### config.mk
export PLATFORM = sky130hd
export DESIGN_NAME = serial_frame_tx
export DESIGN_NICKNAME = d
export VERILOG_FILES = /design/src/rtl/serial_frame_tx.sv
export SDC_FILE = /design/constraint.sdc
export NUM_CORES = 1
export LEC_CHECK = 0
export ABC_AREA = 1
export BUFFER_PORTS_ARGS = -buffer_cell sky130_fd_sc_hd__clkbuf_2
export CAP_MARGIN = 20
export CORE_ASPECT_RATIO = 1.2
export CORE_MARGIN = 2
export CORE_UTILIZATION = 55
export CTS_CLUSTER_SIZE = 24
export DETAILED_ROUTE_END_ITERATION = 8
export HOLD_SLACK_MARGIN = 0.03
export PLACE_DENSITY = 0.77
export SLEW_MARGIN = 20
export SYNTH_ARGS = -nofsm -noshare
export SYNTH_HDL_FRONTEND = slang
export SYNTH_SLANG_ARGS = --single-unit
### constraint.sdc
create_clock -name clk -period 2 [get_ports clk]
set_input_delay 0.2 -clock clk [delete_from_list [all_inputs] [get_ports clk]]
set_output_delay 0.2 -clock clk [all_outputs]
set_load 0.1 [all_outputs]
### src/rtl/serial_frame_tx.sv
module serial_frame_tx #(
  parameter int OVS = 16
) (
  input  logic       clk,
  input  logic       rst_n,
  input  logic       tick,
  input  logic       in_valid,
  input  logic [7:0] in_data,
  output logic       in_ready,
  input  logic       cfg_len8,
  input  logic [2:0] cfg_par,
  input  logic [1:0] cfg_stop,
  output logic       txd,
  output logic       busy
);
  localparam int CW = $clog2(2 * OVS);

  typedef enum logic [1:0] {S_IDLE, S_START, S_DATA, S_STOP} st_t;

  st_t            st;
  logic [8:0]     sh;
  logic [3:0]     left;
  logic [CW-1:0]  tcnt, slim;
  logic           pen, pbit;
  logic [8:0]     payload;
  logic [CW-1:0]  slim_nxt, lim;

  wire       acc   = in_valid && (st == S_IDLE);
  wire [7:0] dmask = {cfg_len8 & in_data[7], in_data[6:0]};
  wire       ones  = ^dmask;

  always_comb begin
    pen  = 1'b1;
    pbit = 1'b0;
    case (cfg_par)
      3'd1:    pbit = ~ones;
      3'd2:    pbit = ones;
      3'd3:    pbit = 1'b1;
      3'd4:    pbit = 1'b0;
      default: pen  = 1'b0;
    endcase
  end

  always_comb begin
    if (cfg_len8) payload = {pbit, dmask};
    else          payload = {1'b1, pbit, dmask[6:0]};
    case (cfg_stop)
      2'd0:    slim_nxt = CW'(OVS - 1);
      2'd1:    slim_nxt = CW'(OVS + OVS / 2 - 1);
      default: slim_nxt = CW'(2 * OVS - 1);
    endcase
  end

  assign lim      = (st == S_STOP) ? slim : CW'(OVS - 1);
  assign in_ready = (st == S_IDLE);
  assign busy     = (st != S_IDLE);

  always_ff @(posedge clk) begin
    if (!rst_n) begin
      st   <= S_IDLE;
      txd  <= 1'b1;
      sh   <= '1;
      left <= '0;
      tcnt <= '0;
      slim <= '0;
    end else if (acc) begin
      st   <= S_START;
      txd  <= 1'b0;
      sh   <= payload;
      left <= 4'd7 + {3'd0, cfg_len8} + {3'd0, pen};
      tcnt <= '0;
      slim <= slim_nxt;
    end else if (tick && st != S_IDLE) begin
      if (tcnt == lim) begin
        tcnt <= '0;
        case (st)
          S_START, S_DATA: begin
            if (left == 4'd0) begin
              st  <= S_STOP;
              txd <= 1'b1;
            end else begin
              st   <= S_DATA;
              txd  <= sh[0];
              sh   <= {1'b1, sh[8:1]};
              left <= left - 4'd1;
            end
          end
          default: st <= S_IDLE;
        endcase
      end else begin
        tcnt <= tcnt + 1'b1;
      end
    end
  end


  idle_line_high_chk: assert property (@(posedge clk) disable iff (!rst_n)
    (st == S_IDLE) |-> txd);

  start_low_chk: assert property (@(posedge clk) disable iff (!rst_n)
    acc |=> (!txd && !in_ready));

  quiet_between_ticks_chk: assert property (@(posedge clk) disable iff (!rst_n)
    (!tick && !acc) |=> $stable(txd));

  stop_high_chk: assert property (@(posedge clk) disable iff (!rst_n)
    (st == S_STOP) |-> txd);

  stop_count_chk: assert property (@(posedge clk) disable iff (!rst_n)
    (st == S_STOP) |-> (tcnt <= slim));
endmodule

==> results.rst <==
.. list-table::
   :header-rows: 1

   * - Metric
     - Value
   * - Run status
     - finished, final reports clean
   * - Count of buffers inserted at the top-level ports
     - 20
   * - Count of vias placed by the detailed router
     - 1,480
   * - Count of TritonRoute iterations in the first routing pass
     - 4
   * - CP max stage cell
     - dfxtp_1
   * - Initial antenna violation count
     - 0
   * - Net count of the mapped netlist
     - 256
   * - Total number of placement rows
     - 20
   * - Max Root-Sink Buffers
     - 2
   * - Post-cts hold buffer count
     - 0
   * - Headroom to the max-slew limit
     - 64.3%
   * - MaxCap Viol Count
     - 0
   * - Register-to-register setup slack
     - 280 ps
   * - Power density cells
     - 651 nW/um^2
   * - Num Clock Sinks
     - 24
   * - Layout cells sized above 1
     - 17.7%
   * - Family with the most delay on the worst path
     - simple AND/OR/NAND/NOR gates
   * - CTS Root Cell
     - clkbuf_4
   * - Final hold violation count
     - 0
   * - TritonCTS Buffers
     - 3
   * - Largest area contributor in the synthesized netlist
     - dfxtp_1
   * - Area of the die
     - 3140 um^2
   * - Leak pwr
     - 0.900 nW
   * - Routed wire length
     - 3000 um
   * - Predominant post-synthesis flop cell
     - dfxtp_1
   * - Critical path buffer and inverter count
     - 3
   * - Initial core utilization
     - 58.3%
   * - Critical path data arrival time
     - 1930 ps
   * - Post-Synthesis Cell Area
     - 1490 um^2
   * - Cell Chain, Critical Path
     - inv_2 > ha_4 > nand2_2 > inv_1 > a21oi_1 > inv_2 > nand3_4 > nand2_1 > nand2_1 > nand2_1
   * - Source-to-sink clock delay at the later pin of the worst-skew pair
     - 310 ps
   * - Area of the placeable core
     - 2550 um^2
   * - Number of storage elements in the synthesis netlist
     - 24
   * - Share of synthesized flip-flops with an asynchronous set or reset
     - 0%
   * - Top post-synthesis cells by area
     - dfxtp_1, nand2_1, nand3_1, inv_1, nor2_1
   * - Element type at the critical path end
     - flip-flop
   * - Setup repair bufs after CTS
     - 0
   * - CP dominant cell by count
     - nand2_1
   * - Main combinational cell family by area after synthesis
     - simple AND/OR/NAND/NOR gates
   * - Total congestion overflow
     - 0
   * - Number of synthesized flops with an enable pin
     - 0
   * - CTS tree
     - built
   * - Vias/cell
     - 5.16
   * - Power, Total
     - 1.10 mW
   * - Placement Cell Area
     - 1650 um^2
   * - Number of nets in the layout
     - 278
   * - PostCTS Resize Cnt
     - 0
   * - Xor/xnor cell area share of the yosys netlist
     - 4.12%
   * - Worst path max stage delay
     - 390 ps
   * - Startpoint-to-endpoint class of the critical path
     - flip-flop to flip-flop
   * - Max IR drop VDD
     - 0.318 mV
   * - Min Tclk post-route
     - 1720 ps
   * - Worst-path maximum fanout
     - 16
   * - Cell count after placement
     - 283
   * - Total of warnings raised by yosys
     - 0
   * - Ant diodes
     - 0
   * - Worst setup skew after layout
     - 3.59 ps
   * - Compound-cell area share of the yosys netlist
     - 10.8%
   * - Maximum level of the CTS H-tree
     - 1
   * - Count of antenna-violating nets left after detailed routing
     - 0
   * - Largest net degree at the start of global routing
     - 17
   * - Horizontal extent of the die
     - 51.5 um
   * - Placer's final routability congestion estimate
     - 0.810
   * - DRC violation total after the first TritonRoute iteration
     - 33
   * - Final instance area
     - 1690 um^2
   * - Number of remaining DRC errors
     - 0
   * - Via count of the first global-routing pass
     - 1,332
   * - Clock transition at path regs
     - 130 ps
   * - Type of the most critical hold path
     - input port to flip-flop
   * - Kind of launch point of the worst setup path
     - flip-flop
   * - Number of pins with negative max-slew slack in the final report
     - 0
   * - Top cells by instance count after synthesis
     - nand2_1, inv_1, nand3_1, dfxtp_1, nor2_1
   * - Most frequently used cell type in the post-synthesis netlist
     - nand2_1
   * - Post-DP HPWL
     - 2300 um
   * - Non-Filler Instances
     - 287
   * - Post-synthesis sequential area ratio
     - 32.3%
   * - Final number of setup-violating endpoints
     - 0
   * - Vertical die dimension
     - 61.0 um
   * - Num ports
     - 21
   * - Number of distinct library cells after synthesis
     - 26
   * - GR Util All Layers
     - 21.5%
   * - Synth Area in Simple Gates
     - 38.2%
   * - Multiplexer share of the synthesized area
     - 0%
   * - Fraction of the mapped netlist area in adder cells
     - 4.21%
   * - Final standard cell utilization of the core
     - 66.1%
   * - Growth of design area from synthesis to finish
     - 13.5%
   * - Avg Cell Area, Syn
     - 6.38 um^2
   * - Cell count after synthesis
     - 233
   * - Yosys top cell area share
     - 32.3%
   * - First-pass GRT wire length
     - 5220 um
   * - Setup ws final
     - 278 ps
   * - Routed wire per std cell
     - 10.4 um
   * - Peak clock frequency supported by timing
     - 581 MHz
   * - Pin slew with the least headroom to its limit
     - 538 ps
   * - CP required
     - 2210 ps
   * - Unrepaired setup endpoints after global routing
     - no
   * - Portion of the clock cycle consumed by the worst path in the final layout
     - 86.1%
   * - DP Worst Slack
     - 297 ps
## cells by family after synthesis
kind of cell / Yosys count
adders and majority gates: 5
buffers and inverters: 39
DFF: 24
and+or+nand+nor: 130
xor gates and xnor gates: 7
AOI/OAI and AO/OA: 28
## layout make-up
cell class / instances / area [um^2]
Inverter: 34 / 131
Sequential cell: 24 / 482
Timing Repair Buffer: 22 / 115
Fill cell: 256 / 865
Clock buffer: 4 / 36.3
Tap cell: 33 / 41.3
Multi-Input combinational cell: 170 / 882
## cell usage in the layout (no fill, tap or decap), types with 3 or more instances in the layout
master    Yosys  final
nand2_1      71     69
inv_1        33     30
nand3_1      28     28
dfxtp_1      24     23
clkbuf_2      0     20
nor2_1       19     18
o21ai_0      14     14
a21oi_1       8      8
xor2_1        6      6
ha_1          5      4
inv_2         1      3
nor3_1        3      3
nand2_2       3      3
clkbuf_4      0      3
## flip-flops by register name (all words and copies together), names as in the netlist
register and cells:
left 4, sh 9, slim 3, st 2
tcnt 5, txd 1
## through the flow
step	TNS (ps)	hold WS [ps]
2_1_floorplan	-435	307
3_3_place_gp	0	422
3_5_place_dp	0	427
4_1_cts	0	76.5
5_1_grt	0	101
6_report	0	82.4
## worst reg2reg max path: cells and delay by family, from the launching register on
kind / cells / cell delay [ps]
buffers and inverters: 3 / 280
and+or+nand+nor: 5 / 640
adders and majority gates: 1 / 170
DFF: 1 / 390
AOI/OAI and AO/OA: 1 / 150
## path summary, 6_finish.rpt
check / from / endpoint / depth (start not counted)
worst max-delay path: st[0] / sh[8] / 10
worst max register to register: st[0] / sh[8] / 10
worst min register to register: left[3] / left[3] / 2
worst min-delay path: cfg_stop[0] / slim[3] / 2
## routing by layer
metal | part of all wire (%) | vias up | global-route usage [%] | routed length [um]
met5 | 0 | - | 0 | 0
met4 | 1.2 | 0 | 9.02 | 35
met3 | 3.3 | 4 | 2.96 | 98
met2 | 52 | 29 | 41.0 | 1550
met1 | 44 | 668 | 23.8 | 1310
li1 | - | 779 | - | -
## power breakdown
| part | internal (mW) | total (mW) | switching, mW |
|---|---|---|---|
| Sequential | 0.507 | 0.524 | 0.0169 |
| Combinational | 0.104 | 0.316 | 0.212 |
| Clock | 0.111 | 0.258 | 0.147 |
(Power assumes the default switching activity.)
